--- src/rtl/tbs_pkg.sv ---
package tbs_pkg;

   typedef enum logic [1:0] {
      PH_IDLE = 2'd0,
      PH_LOW  = 2'd1,
      PH_HIGH = 2'd2
   } phase_t;

   localparam logic [1:0] MODE_TDI = 2'b00;
   localparam logic [1:0] MODE_TMS = 2'b01;

endpackage

--- src/rtl/tbs_prescale_split.sv ---
module tbs_prescale_split #(
   parameter int PRESCALE_W = 4
) (
   input  logic [PRESCALE_W-1:0] prescale,
   output logic [PRESCALE_W-1:0] low_len,
   output logic [PRESCALE_W-1:0] high_len
);

   localparam int EXT_W = PRESCALE_W + 1;

   logic [EXT_W-1:0] rounded;

   always_comb begin
      rounded  = ({1'b0, prescale} + EXT_W'(1)) >> 1;
      low_len  = rounded[PRESCALE_W-1:0];
      high_len = prescale >> 1;
   end

endmodule

--- src/rtl/tbs_phase_ctrl.sv ---
module tbs_phase_ctrl
   import tbs_pkg::*;
#(
   parameter int PRESCALE_W = 4,
   parameter int CNT_W      = 3
) (
   input  logic                  clk,
   input  logic                  rst_n,
   input  logic                  start,
   input  logic [CNT_W-1:0]      bit_count,
   input  logic [PRESCALE_W-1:0] low_len,
   input  logic [PRESCALE_W-1:0] high_len,
   output phase_t                phase,
   output logic                  load,
   output logic                  capture,
   output logic                  advance,
   output logic                  done
);

   logic [PRESCALE_W-1:0] timer;
   logic [PRESCALE_W-1:0] low_q;
   logic [PRESCALE_W-1:0] high_q;
   logic [CNT_W-1:0]      bits_left;
   logic                  timer_zero;

   always_comb begin
      timer_zero = (timer == '0);
      load       = (phase == PH_IDLE) && start;
      capture    = (phase == PH_LOW)  && timer_zero;
      advance    = (phase == PH_HIGH) && timer_zero;
   end

   always_ff @(posedge clk or negedge rst_n) begin
      if (!rst_n) begin
         phase     <= PH_IDLE;
         timer     <= '0;
         low_q     <= '0;
         high_q    <= '0;
         bits_left <= '0;
         done      <= 1'b0;
      end else begin
         done <= advance && (bits_left == '0);
         case (phase)
            PH_IDLE: begin
               if (start) begin
                  phase     <= PH_LOW;
                  timer     <= low_len;
                  low_q     <= low_len;
                  high_q    <= high_len;
                  bits_left <= bit_count;
               end
            end
            PH_LOW: begin
               if (timer_zero) begin
                  phase <= PH_HIGH;
                  timer <= high_q;
               end else begin
                  timer <= timer - 1'b1;
               end
            end
            PH_HIGH: begin
               if (timer_zero) begin
                  if (bits_left == '0) begin
                     phase <= PH_IDLE;
                  end else begin
                     phase     <= PH_LOW;
                     timer     <= low_q;
                     bits_left <= bits_left - 1'b1;
                  end
               end else begin
                  timer <= timer - 1'b1;
               end
            end
            default: phase <= PH_IDLE;
         endcase
      end
   end

endmodule

--- src/rtl/tbs_shift_reg.sv ---
module tbs_shift_reg #(
   parameter int DATA_W = 8
) (
   input  logic              clk,
   input  logic              rst_n,
   input  logic              load,
   input  logic              capture,
   input  logic              advance,
   input  logic [DATA_W-1:0] data_in,
   input  logic              tdo,
   output logic              msb,
   output logic [DATA_W-1:0] value
);

   logic [DATA_W-1:0] sr;
   logic              sampled;

   always_ff @(posedge clk or negedge rst_n) begin
      if (!rst_n) begin
         sr      <= '0;
         sampled <= 1'b0;
      end else begin
         if (load) begin
            sr <= data_in;
         end else if (advance) begin
            sr <= {sr[DATA_W-2:0], sampled};
         end
         if (capture) begin
            sampled <= tdo;
         end
      end
   end

   assign msb   = sr[DATA_W-1];
   assign value = sr;

endmodule

--- src/rtl/tbs_pin_drive.sv ---
module tbs_pin_drive
   import tbs_pkg::*;
(
   input  phase_t     phase,
   input  logic [1:0] mode_q,
   input  logic       bit_out,
   input  logic       tms_level,
   output logic       tck,
   output logic       tdi,
   output logic       tms
);

   logic active;

   always_comb begin
      active = (phase != PH_IDLE);
      tck    = (phase == PH_HIGH);
      tdi    = active && (mode_q == MODE_TDI) && bit_out;
      tms    = (active && (mode_q == MODE_TMS)) ? bit_out : tms_level;
   end

endmodule

--- src/rtl/tap_bit_serializer.sv ---
module tap_bit_serializer
   import tbs_pkg::*;
#(
   parameter  int DATA_W     = 8,
   parameter  int PRESCALE_W = 4,
   localparam int CNT_W      = $clog2(DATA_W)
) (
   input  logic                  clk,
   input  logic                  rst_n,
   input  logic                  start,
   input  logic [DATA_W-1:0]     data_in,
   input  logic [CNT_W-1:0]      bit_count,
   input  logic [1:0]            mode,
   input  logic                  tms_level,
   input  logic [PRESCALE_W-1:0] prescale,
   input  logic                  tdo,
   output logic                  tck,
   output logic                  tdi,
   output logic                  tms,
   output logic [DATA_W-1:0]     result,
   output logic                  done
);

   generate
      if (DATA_W < 2) begin : g_bad_width
         $error("DATA_W must be at least 2");
      end
      if (PRESCALE_W < 1) begin : g_bad_prescale
         $error("PRESCALE_W must be at least 1");
      end
   endgenerate

   phase_t                phase;
   logic                  load;
   logic                  capture;
   logic                  advance;
   logic                  bit_out;
   logic [1:0]            mode_q;
   logic [PRESCALE_W-1:0] low_len;
   logic [PRESCALE_W-1:0] high_len;

   always_ff @(posedge clk or negedge rst_n) begin
      if (!rst_n) begin
         mode_q <= MODE_TDI;
      end else if (load) begin
         mode_q <= mode;
      end
   end

   tbs_prescale_split #(
      .PRESCALE_W (PRESCALE_W)
   ) i_split (
      .prescale (prescale),
      .low_len  (low_len),
      .high_len (high_len)
   );

   tbs_phase_ctrl #(
      .PRESCALE_W (PRESCALE_W),
      .CNT_W      (CNT_W)
   ) i_ctrl (
      .clk       (clk),
      .rst_n     (rst_n),
      .start     (start),
      .bit_count (bit_count),
      .low_len   (low_len),
      .high_len  (high_len),
      .phase     (phase),
      .load      (load),
      .capture   (capture),
      .advance   (advance),
      .done      (done)
   );

   tbs_shift_reg #(
      .DATA_W (DATA_W)
   ) i_shift (
      .clk     (clk),
      .rst_n   (rst_n),
      .load    (load),
      .capture (capture),
      .advance (advance),
      .data_in (data_in),
      .tdo     (tdo),
      .msb     (bit_out),
      .value   (result)
   );

   tbs_pin_drive i_pins (
      .phase     (phase),
      .mode_q    (mode_q),
      .bit_out   (bit_out),
      .tms_level (tms_level),
      .tck       (tck),
      .tdi       (tdi),
      .tms       (tms)
   );

endmodule

--- config.mk ---
export PLATFORM = sky130hd
export DESIGN_NAME = tap_bit_serializer
export DESIGN_NICKNAME = d
export VERILOG_FILES = /design/src/rtl/tbs_pkg.sv /design/src/rtl/tbs_prescale_split.sv /design/src/rtl/tbs_phase_ctrl.sv /design/src/rtl/tbs_shift_reg.sv /design/src/rtl/tbs_pin_drive.sv /design/src/rtl/tap_bit_serializer.sv
export SDC_FILE = /design/constraint.sdc
export NUM_CORES = 1
export LEC_CHECK = 0
export BUFFER_PORTS_ARGS = -buffer_cell sky130_fd_sc_hd__clkbuf_2
export CAP_MARGIN = 5
export CORE_MARGIN = 5
export CORE_UTILIZATION = 52
export DETAILED_ROUTE_END_ITERATION = 16
export GPL_TIMING_DRIVEN = 1
export PLACE_DENSITY = 0.76
export RECOVER_POWER = 50
export SETUP_SLACK_MARGIN = 0.3
export SYNTH_ARGS = -nofsm -noshare
export SYNTH_HDL_FRONTEND = slang
export SYNTH_HIERARCHICAL = 1
export SYNTH_SLANG_ARGS = --single-unit
export TNS_END_PERCENT = 5
--- constraint.sdc ---
create_clock -name clk -period 2.41 [get_ports clk]
set_clock_uncertainty 0.1 [all_clocks]
set_input_delay 0.1205 -clock clk [delete_from_list [all_inputs] [get_ports clk]]
set_output_delay 0.1205 -clock clk [all_outputs]
set_load 0.01 [all_outputs]
==> results.rst, run 1 <==
.. list-table::
   :header-rows: 1

   * - Metric
     - Value
   * - Multiplexer fraction of the synthesized cell area
     - around an eighth
   * - Antenna cells
     - 0
   * - Post-synth cell types
     - 45
   * - Instance count after placement with tap cells included
     - 240
   * - Pwr Density
     - around 1100 nW/um^2
   * - Pins over their slew limit
     - 30
   * - RSZ-0062 raised after global routing
     - yes
   * - Synthesized-area fraction occupied by and/or/nand/nor cells
     - about an eighth
   * - Worst setup path end
     - i_ctrl/timer[2]
   * - Pin slew with the least headroom to its limit
     - ~1.5 ns
   * - Area fraction in compound gates after synthesis
     - approximately 17%
   * - Combinational Power Share
     - between 40% and 50%
   * - Placement Rows
     - 21
   * - Clock tree from TritonCTS
     - built
   * - Netlist area before placement
     - between 1500 and 2000 sq um
   * - Global routing usage on met3
     - ~4%
   * - Depth of the worst register-to-register path
     - 7
   * - Placed Area
     - 1908 sq um
   * - Die span in y
     - around 68 um
   * - Pin count of the biggest net entering global routing
     - 30
   * - Area added between synthesis and finish
     - 21.66%
   * - Peak supply drop
     - 0.5054 mV
   * - Clock Tree Root
     - sky130_fd_sc_hd__clkbuf_4
   * - Post-Layout Inst Area
     - around 2100 sq um
   * - Fill cell total of the finished layout
     - between 200 and 300
   * - Number of failing setup endpoints in the final timing report
     - 0
   * - Number of CTS-inserted buffers
     - 5
   * - Die area
     - ~4600 sq um
   * - Crit-path max cell delay
     - ~0.46 ns
   * - Worst-skew pair later-pin latency
     - roughly 0.32 ns
   * - Synthesized-area fraction occupied by xor and xnor cells
     - 1.001%
   * - Arrival time of data at the critical path endpoint
     - between 2 and 2.5 ns
   * - Share of the yosys chip area belonging to registers
     - between 40% and 50%
   * - Highest-utilization routing layer at the global route stage
     - met2
   * - Synthesized net count
     - around 200
   * - Via count of the first global-routing pass
     - about 1,400
   * - Outcome
     - finished with violations
   * - Total of warnings raised by yosys
     - 6
   * - Final-stage net count
     - 250
   * - Fin Setup TNS
     - 0 ns
   * - Number of instances in the synthesized netlist
     - approximately 170
   * - Category of the worst setup path capture point
     - flip-flop
   * - Category of the worst setup path launch point
     - flip-flop
   * - Vias
     - roughly 1,400
   * - Met1 demand-to-capacity share in global routing
     - between 10% and 20%
   * - Clock slew seen by the registers of the worst setup and hold paths
     - 0.08 ns
   * - Area fraction of the dominant cell type after synthesis
     - 41.46%
   * - Startpoint of the worst-slack reg-to-reg timing path
     - i_ctrl/timer[0]
   * - Violated checks
     - max-capacitance violations, max-slew violations
   * - Avg Inst Size Synth
     - 10.36 sq um
   * - Hold violation total from the final report
     - 0
   * - Buffers from clock root to sink, at most
     - 2
   * - Combinational family with the most area after synthesis
     - compound AO/OA/AOI/OAI gates
   * - Top cell type by total area after synthesis
     - sky130_fd_sc_hd__dfrtp_1
   * - Highest clock rate
     - ~490 MHz
   * - Post-layout power
     - approximately 2.3 mW
   * - Share of synthesized cell area in full adder, half adder and majority cells
     - between 7 and 8%
   * - Total core area
     - about 3300 sq um
   * - Max-Slew Margin vs Limit
     - -1.034%
   * - Wire per inst
     - 13.97 um
   * - DP Wirelength
     - 2630 um
   * - GR Util met2
     - about a third
   * - Wire length of the first global-routing pass
     - between 5000 and 6000 um
   * - Hold WS
     - around 0.042 ns
   * - Number of nets with antenna violations after detailed routing
     - 0
   * - Largest cells by area after synthesis
     - sky130_fd_sc_hd__dfrtp_1 41%, sky130_fd_sc_hd__ha_1 7.1%, sky130_fd_sc_hd__mux2_2 6.4%
   * - Overall routed net length
     - approximately 3700 um
   * - Count of boundary I/O pins
     - 34
   * - Minimum period implied by the final worst setup slack
     - slightly above 2 ns
   * - Fin cells
     - ~260
   * - R2R setup slack
     - about 0.37 ns
   * - Antenna violations before repair
     - 0
   * - Number of DRC violations after detailed routing
     - 0
   * - Number of synthesized register bits
     - 29
   * - Number of flops mapped to enable cells by yosys
     - 0
   * - Sequential power share
     - between 30% and 40%
   * - Share of synthesized flip-flops with an asynchronous set or reset
     - 100.0%
   * - Predominant post-synthesis flop cell
     - sky130_fd_sc_hd__dfrtp_1
   * - Max capacitance violation total
     - 1
   * - Ratio of cells with drive above 1 in the final layout
     - between 20% and 30%
   * - CTS Sinks
     - 29
   * - First-pass iteration count of the detailed router
     - 4
   * - H-Tree Depth
     - 2
   * - Number of I/O port buffers
     - 33
   * - Master of the slowest instance on the critical path
     - sky130_fd_sc_hd__a311oi_4
   * - Required time reported for the critical path endpoint
     - about 2.5 ns
   * - Chain of cells forming the critical path
     - inv_1 -> ha_1 -> nor3b_4 -> buf_4 -> a311oi_4 -> o21ai_1 -> o22a_1
   * - Placer Congestion
     - between 0.8 and 0.9
   * - Clock share of power
     - 12.5%
   * - Crit Path Max Fanout
     - 8
   * - Starting Density
     - around 53%
   * - Lkg Pwr
     - 0.9667 nW
   * - Category of the critical setup timing path
     - flip-flop to flip-flop
   * - Drt initial violations
     - 80
   * - Beginning of the worst hold path
     - bit_count[0]
   * - Internal
     - ~1.4 mW
   * - GRT overflow
     - 0
   * - Switching share of power
     - 41.14%
   * - Vias per Instance
     - roughly 5.3
   * - Class of the most critical hold timing path
     - input pin to flip-flop
   * - Aggregate global-route resource usage
     - 17.44%
   * - Net switching power figure
     - approximately 0.96 mW
   * - Terminus of the critical flop-to-flop path
     - i_ctrl/timer[2]
   * - Final Cycle Share
     - 84.85%
   * - Width of the die
     - a little under 70 um
   * - Launch point of the critical path
     - i_ctrl/timer[0]
placed cells by master, fill, tap and decap left out, drive strengths merged, types with 2 or more instances in the layout:
cell type,instances
clkbuf,40
nand2,16
ha,10
a22oi,3
nor2,8
inv,11
buf,3
dfrtp,29
and3,2
and2,4
dlygate4sd3,16
mux2,11
a221o,2
mux2i,10
a21oi,4
nor2b,3
o21ai,23
nor3b,2
sequential cells by signal, summed over array words and instances, names as in the netlist:
| name | flops |
|---|---|
| i_shift/value | 8 |
| i_ctrl/done | 1 |
| i_ctrl/phase | 2 |
| i_ctrl/bits_left | 3 |
| i_ctrl/high_q | 4 |
| mode_q | 2 |
| i_ctrl/timer | 4 |
| i_ctrl/low_q | 4 |
| i_shift/sampled | 1 |
per-stage QoR:
stage | setup slack (ns) | util, %
after global routing | 0.2805 | 64.32
after detailed placement | 0.09528 | 57.63
final | 0.3651 | 64.32
after floorplan | 0.4966 | -
after CTS | 0.3456 | 64.36
after global placement | 0.2445 | 57.63
synth_stat cells, types with 2 or more instances:
cell / n
sky130_fd_sc_hd__mux2_2: 10
sky130_fd_sc_hd__o21ai_0: 10
sky130_fd_sc_hd__dfrtp_1: 29
sky130_fd_sc_hd__a221o_1: 2
sky130_fd_sc_hd__buf_6: 3
sky130_fd_sc_hd__nor3b_2: 2
sky130_fd_sc_hd__o21ai_1: 11
sky130_fd_sc_hd__a21oi_1: 4
sky130_fd_sc_hd__mux2i_1: 10
sky130_fd_sc_hd__and2_1: 4
sky130_fd_sc_hd__o21ai_2: 2
sky130_fd_sc_hd__nand2_1: 16
sky130_fd_sc_hd__nor2_1: 7
sky130_fd_sc_hd__buf_4: 5
sky130_fd_sc_hd__inv_1: 11
sky130_fd_sc_hd__nor2b_1: 3
sky130_fd_sc_hd__ha_1: 10
sky130_fd_sc_hd__a22oi_1: 3
layer usage:
layer	share of wire [%]	routed length [um]
met1	42	1540
met2	51	1880
met3	6.3	234
met4	0.87	32
met5	0	0
worst max-delay path: cells and delay by family, from the launching register on:
family / cells / cell delay (ns)
compound gates: 3 / 0.76
fa+ha+maj: 1 / 0.24
buf+inv: 2 / 0.26
flops: 1 / 0.40
simple gates: 1 / 0.17
kinds of logic after synthesis:
family / count (synthesis)
AO/OA/AOI/OAI: 43
flip-flops: 29
other: 1
buffers and inverters: 21
XOR/XNOR: 2
AND/OR/NAND/NOR: 42
multiplexers: 21
adder cells (fa/ha/maj): 10
how the worst min path moves through the flow:
| stage | end | slack (ns) | cells past startpoint |
|---|---|---|---|
| after global routing | i_ctrl/bits_left[0] | 0.06 | 3 |
| after detailed placement | i_shift/value[5] | 0.10 | 1 |
| after global placement | i_shift/value[6] | 0.09 | 1 |
| after floorplan | i_ctrl/bits_left[0] | -0.28 | 0 |
| after CTS | i_ctrl/bits_left[0] | 0.04 | 3 |
| final | i_ctrl/bits_left[0] | 0.04 | 3 |
area by class of cell:
cell class	count	area [sq um]	area share, %
Sequential cell	29	725.7	34.08
Timing Repair Buffer	52	339.1	15.92
Clock buffer	7	55.05	2.585
Multi-Input combinational cell	119	910.9	42.77
Inverter	11	41.29	1.939
Tap cell	46	57.56	2.703
repair_timing:
| action | in CTS | in global routing |
|---|---|---|
| hold buffers | 16 | 0 |
| resized for setup | 2 | 0 |
| setup buffers | 0 | 1 |
| pin swaps | 0 | 0 |
| endpoints found under the hold margin | 44 | 0 |
| setup endpoints to repair | 8 | 9 |
power groups by stage:
| stage | clock network [mW] | logic, mW | registers [mW] |
|---|---|---|---|
| after floorplan | 0 | 0.824 | 0.889 |
| after global placement | 0 | 1.04 | 0.891 |
| after detailed placement | 0 | 1.09 | 0.915 |
| after CTS | 0.304 | 1.12 | 0.911 |
| after global routing | 0.325 | 1.25 | 0.938 |
| final | 0.291 | 1.12 | 0.910 |
(Power assumes the default switching activity.)
==> run 2, diff against run 1 <==
clock period = 1.95 ns   (was 2.41 ns; I/O delays follow)
==> results.rst, run 2 (same netlist as run 1, synthesis figures left out) <==
.. list-table::
   :header-rows: 1

   * - Metric
     - Value
   * - Outcome
     - finished, final reports clean
   * - CTS Sinks
     - 29
   * - Starting Density
     - between 50% and 60%
   * - Buffers from clock root to sink, at most
     - 2
   * - H-Tree Depth
     - 2
   * - Gate family responsible for the most delay along the worst path
     - compound AO/OA/AOI/OAI gates
   * - Number of DRC violations after detailed routing
     - 0
   * - Post-Layout Inst Area
     - 2310 sq um
   * - Width of the die
     - about 68 um
   * - Wire per inst
     - 14.75 um
   * - Flip-flop count of the largest register after layout
     - 8
   * - Die span in y
     - between 60 and 70 um
   * - Ratio of cells with drive above 1 in the final layout
     - between 30% and 40%
   * - Minimum period implied by the final worst setup slack
     - around 1.8 ns
   * - Fill cell total of the finished layout
     - 262
   * - Number of I/O port buffers
     - 33
   * - Arrival time of data at the critical path endpoint
     - roughly 2.0 ns
   * - Category of the worst setup path launch point
     - flip-flop
   * - Pin count of the biggest net entering global routing
     - 30
   * - Hold violation total from the final report
     - 0
   * - DP Wirelength
     - between 2000 and 3000 um
   * - Lkg Pwr
     - about 1.0 nW
   * - Die area
     - between 4000 and 5000 sq um
   * - Fin Setup TNS
     - 0 ns
   * - Placed Area
     - between 1500 and 2000 sq um
   * - Clock tree from TritonCTS
     - built
   * - Highest clock rate
     - roughly 550 MHz
   * - Category of the critical setup timing path
     - flip-flop to flip-flop
   * - Number of nets with antenna violations after detailed routing
     - 0
   * - Worst path buffer plus inverter count
     - 2
   * - Pwr Density
     - 1458 nW/um^2
   * - Wire length of the first global-routing pass
     - roughly 6800 um
   * - Area taken by flip-flops and latches
     - about 730 sq um
   * - Crit-path max cell delay
     - approximately 0.43 ns
   * - Crit Path Max Fanout
     - 7
   * - Placer Congestion
     - ~0.94
   * - Final-stage net count
     - 260
   * - Post-layout power
     - between 3 and 4 mW
   * - Area of combinational cells with multiple inputs
     - between 900 and 1000 sq um
   * - Most used cells in the layout excluding fill and tap cells
     - 29 x sky130_fd_sc_hd__dfrtp_1, 27 x sky130_fd_sc_hd__clkbuf_2, 16 x sky130_fd_sc_hd__dlygate4sd3_1
   * - Number of failing setup endpoints in the final timing report
     - 0
   * - Vias per Instance
     - roughly 5.4
   * - Max capacitance violation total
     - 0
   * - Pins over their slew limit
     - 0
   * - Count of boundary I/O pins
     - 34
   * - Max-Slew Margin vs Limit
     - 52.30%
   * - Peak supply drop
     - around 0.73 mV
   * - Via count of the first global-routing pass
     - ~1,600
   * - Total core area
     - 3311 sq um
   * - Overall routed net length
     - roughly 4100 um
   * - Antenna cells
     - 0
   * - Area added between synthesis and finish
     - 31.95%
   * - Vias
     - 1,479
   * - Required time reported for the critical path endpoint
     - about 2.1 ns
   * - Placement Rows
     - 21
   * - Utilization of the core after routing
     - between 60% and 70%
   * - GRT overflow
     - 0
   * - Number of CTS-inserted buffers
     - 5
   * - RSZ-0062 raised after global routing
     - yes
   * - Clock slew seen by the registers of the worst setup and hold paths
     - approximately 0.1 ns
   * - Final Cycle Share
     - a little over nine tenths
   * - Antenna violations before repair
     - 0
   * - First-pass iteration count of the detailed router
     - 4
   * - Pin slew with the least headroom to its limit
     - about 0.7 ns
   * - Class of the most critical hold timing path
     - input pin to flip-flop
   * - Chain of cells forming the critical path
     - inv_1 -> ha_4 -> nor2b_1 -> a311oi_4 -> buf_4 -> nor2_1 -> a31oi_1
   * - Category of the worst setup path capture point
     - flip-flop
   * - Most common cell after layout, fill and taps aside
     - sky130_fd_sc_hd__dfrtp_1
   * - Drt initial violations
     - 77
   * - Aggregate global-route resource usage
     - 20.12%
   * - Clock Tree Root
     - sky130_fd_sc_hd__clkbuf_4
   * - Master of the slowest instance on the critical path
     - sky130_fd_sc_hd__dfrtp_1
   * - Worst-skew pair later-pin latency
     - 0.34 ns
-- run 2: cell count changes in the layout (fill, tap and decap cells not counted), moves of 3 or more --
cell / previous run / this run
sky130_fd_sc_hd__inv_2: 0 / 3
sky130_fd_sc_hd__buf_6: 0 / 3
sky130_fd_sc_hd__inv_1: 11 / 8
sky130_fd_sc_hd__buf_4: 3 / 9
-- run 2: tightest hold or removal path: cells and delay by family --
| kind | cells | cell delay (ns) |
|---|---|---|
| mux | 1 | 0.15 |
| buf+inv | 1 | 0.08 |
| compound gates | 1 | 0.08 |
-- run 2: where the power goes --
group	total (mW)	internal [mW]	switching [mW]	leakage [nW]
clock	0.613	0.397	0.216	0.0552
combinational	1.64	0.785	0.857	0.641
sequential	1.11	0.882	0.231	0.354
total	3.37	2.06	1.30	1.05
-- run 2: routing by layer --
metal	track usage [%]	routed length, um	vias up
met2	37.79	2156	56
met5	0	0	-
met3	5.911	255	13
met4	10.17	107	0
met1	19.71	1538	697
li1	-	-	713
-- run 2: final cells by class --
| class | instances | area share [%] |
|---|---|---|
| multi-input combinational | 119 | 41.06 |
| sequential | 29 | 31.42 |
| inverter | 11 | 1.788 |
| timing repair buffer | 62 | 18.80 |
| clock buffer | 5 | 1.625 |
| tap | 46 | 2.492 |
| clock inverter | 3 | 2.817 |
-- run 2: metrics by stage --
stage | instances | setup slack [ns] | hold slack [ns]
2_1_floorplan | 169 | 0.2405 | -0.2981
3_3_place_gp | 245 | 0.1711 | 0.07154
3_5_place_dp | 245 | 0.08677 | 0.07850
4_1_cts | 273 | 0.1478 | 0.001638
5_1_grt | 275 | 0.01167 | 0.02370
6_report | 275 | 0.1163 | 0.01590
-- run 2: timing repair --
item,in CTS,in global routing
setup buffers,4,2
setup endpoints to repair,18,25
hold buffers,16,0
resized for setup,6,4
pin swaps,2,3
gates cloned,0,0
hold endpoints to repair,44,0
-- run 2: path summary, 6_finish.rpt --
path                                   from                  end  slack (ns)  cells after the start
setup reg to reg            i_ctrl/phase[1]      i_ctrl/timer[3]        0.12                      7
hold / removal                 bit_count[0]  i_ctrl/bits_left[0]        0.02                      3
hold reg to reg            i_ctrl/high_q[1]     i_ctrl/high_q[1]        0.42                      1
min in group asynchronous             rst_n      i_ctrl/timer[3]        0.24                      2
setup / recovery            i_ctrl/phase[1]      i_ctrl/timer[3]        0.12                      7
max in group asynchronous             rst_n     i_ctrl/high_q[1]        1.05                      2
==> run 3, diff against run 2 <==
SETUP_SLACK_MARGIN = 0.1   (was 0.3)
==> results.rst, run 3 (same netlist as run 1, synthesis figures left out) <==
.. list-table::
   :header-rows: 1

   * - Metric
     - Value
   * - Outcome
     - finished, final reports clean
   * - Worst setup timing slack at the placement stage
     - a little under 0.006 ns
   * - Lkg Pwr
     - between 1 and 1.5 nW
   * - Total core area
     - ~3300 sq um
   * - Number of CTS-inserted buffers
     - 5
   * - Flip-flop count of the largest register after layout
     - 8
   * - Placer Congestion
     - 0.7999
   * - Highest-utilization routing layer at the global route stage
     - met2
   * - Placement Rows
     - 21
   * - Switching share of power
     - 40.44%
   * - Combinational Power Share
     - about half
   * - Antenna cells
     - 0
   * - Aggregate global-route resource usage
     - approximately a fifth
   * - Starting Density
     - a little over half
   * - First-pass iteration count of the detailed router
     - 4
   * - Hold violation total from the final report
     - 0
   * - Wire per inst
     - about 14 um
   * - H-Tree Depth
     - 2
   * - R2R setup slack
     - between 0.1 and 0.15 ns
   * - Fin Setup TNS
     - 0 ns
   * - Area added between synthesis and finish
     - 28.38%
   * - Number of I/O port buffers
     - 33
   * - Peak supply drop
     - between 0.7 and 0.8 mV
   * - Max-Slew Margin vs Limit
     - 51.81%
   * - Width of the die
     - a little under 70 um
   * - Pins over their slew limit
     - 0
   * - Met1 demand-to-capacity share in global routing
     - 18.63%
   * - Die area
     - approximately 4600 sq um
   * - Wire length of the first global-routing pass
     - 6354 um
   * - Number of DRC violations after detailed routing
     - 0
   * - Most used cells in the layout excluding fill and tap cells
     - 29 x sky130_fd_sc_hd__dfrtp_1, 27 x sky130_fd_sc_hd__clkbuf_2, 17 x sky130_fd_sc_hd__dlygate4sd3_1
   * - Internal
     - roughly 1.8 mW
   * - Arrival time of data at the critical path endpoint
     - 1.92 ns
   * - Count of boundary I/O pins
     - 34
   * - Number of nets with antenna violations after detailed routing
     - 0
   * - Vias
     - about 1,400
   * - Antenna violations before repair
     - 0
   * - Die span in y
     - between 60 and 70 um
   * - Highest clock rate
     - 555.5 MHz
   * - Crit Path Max Fanout
     - 8
   * - Category of the worst setup path capture point
     - flip-flop
   * - GR Util met2
     - a little over a third
   * - Clock slew seen by the registers of the worst setup and hold paths
     - 0.09 ns
   * - Clock share of power
     - around an eighth
   * - Category of the worst setup path launch point
     - flip-flop
   * - RSZ-0062 raised after global routing
     - yes
   * - Via count of the first global-routing pass
     - about 1,500
   * - Net switching power figure
     - approximately 1.2 mW
   * - Final-stage net count
     - between 200 and 300
   * - Final Cycle Share
     - slightly above 90%
   * - Max capacitance violation total
     - 0
   * - Hold WS
     - about 0.080 ns
   * - Class of the most critical hold timing path
     - input pin to flip-flop
   * - Worst-skew pair later-pin latency
     - around 0.33 ns
   * - Overall routed net length
     - about 3800 um
   * - Worst path setup slack after routing
     - between 0.1 and 0.15 ns
   * - Required time reported for the critical path endpoint
     - about 2.1 ns
   * - GRT overflow
     - 0
   * - Vias per Instance
     - approximately 5.2
   * - Pin count of the biggest net entering global routing
     - 30
   * - Minimum period implied by the final worst setup slack
     - 1.800 ns
   * - Sequential power share
     - 36.1%
   * - Number of failing setup endpoints in the final timing report
     - 0
   * - CTS Sinks
     - 29
   * - Buffers from clock root to sink, at most
     - 2
   * - Ratio of cells with drive above 1 in the final layout
     - about a third
   * - Pin slew with the least headroom to its limit
     - ~0.72 ns
   * - Drt initial violations
     - 53
   * - Global routing usage on met3
     - ~5.7%
   * - Pwr Density
     - ~1400 nW/um^2
   * - Clock tree from TritonCTS
     - built
   * - Clock Tree Root
     - sky130_fd_sc_hd__clkbuf_4
   * - Most common cell after layout, fill and taps aside
     - sky130_fd_sc_hd__dfrtp_1
   * - Category of the critical setup timing path
     - flip-flop to flip-flop
   * - DP Wirelength
     - 2735 um
## run 3: repair_timing
action | 4_1_cts | 5_1_grt
resized for setup | 5 | 6
setup endpoints to repair | 15 | 15
pin swaps | 0 | 3
setup buffers | 2 | 2
hold buffers | 17 | 0
hold endpoints to repair | 45 | 0
## run 3: layout make-up
cell class / count / area (sq um)
inverter: 11 / 41.29
tap: 46 / 57.56
timing repair buffer: 63 / 432.9
sequential: 29 / 725.7
multi-input combinational: 119 / 934.6
fill: 266 / 1064
clock buffer: 7 / 55.05
## run 3: worst paths after layout
kind | cells past startpoint | startpoint | end
hold reg to reg | 1 | i_ctrl/high_q[1] | i_ctrl/high_q[1]
max in group asynchronous | 2 | rst_n | i_ctrl/high_q[2]
min in group asynchronous | 2 | rst_n | i_shift/value[6]
hold / removal | 4 | start | i_ctrl/phase[1]
setup reg to reg | 7 | i_ctrl/timer[0] | i_shift/value[4]
setup / recovery | 7 | i_ctrl/timer[0] | i_shift/value[4]
## run 3: power groups by stage
stage	logic (mW)	registers (mW)	clock network [mW]
after floorplan	1.03	1.11	0
after detailed placement	1.44	1.11	0
after CTS	1.53	1.09	0.374
after global routing	1.77	1.14	0.404
final	1.58	1.10	0.363
after global placement	1.38	1.09	0
## run 3: worst max-delay path: stages, from the launching register on
cell	delay [ns]
sky130_fd_sc_hd__dfrtp_1	0.40
sky130_fd_sc_hd__inv_2	0.09
sky130_fd_sc_hd__ha_4	0.14
sky130_fd_sc_hd__nor3b_4	0.30
sky130_fd_sc_hd__and2_4	0.21
sky130_fd_sc_hd__buf_6	0.14
sky130_fd_sc_hd__mux2i_1	0.22
sky130_fd_sc_hd__o21ai_1	0.08
## run 3: layer usage
layer | share of wire (%) | vias up | wire [um]
met5 | 0 | - | 0
met4 | 1.6 | 0 | 63
met3 | 6.1 | 4 | 234
met2 | 52 | 46 | 1988
met1 | 40 | 681 | 1545
li1 | - | 712 | -
## run 3: per-stage QoR
step	util [%]	cell area (sq um)	instances	power (mW)
final	67.88	2247	275	3.037
after global routing	67.88	2247	275	3.310
after CTS	67.12	2222	273	2.995
after detailed placement	59.41	1967	247	2.551
after global placement	59.41	1967	247	2.467
after floorplan	-	1758	169	2.136
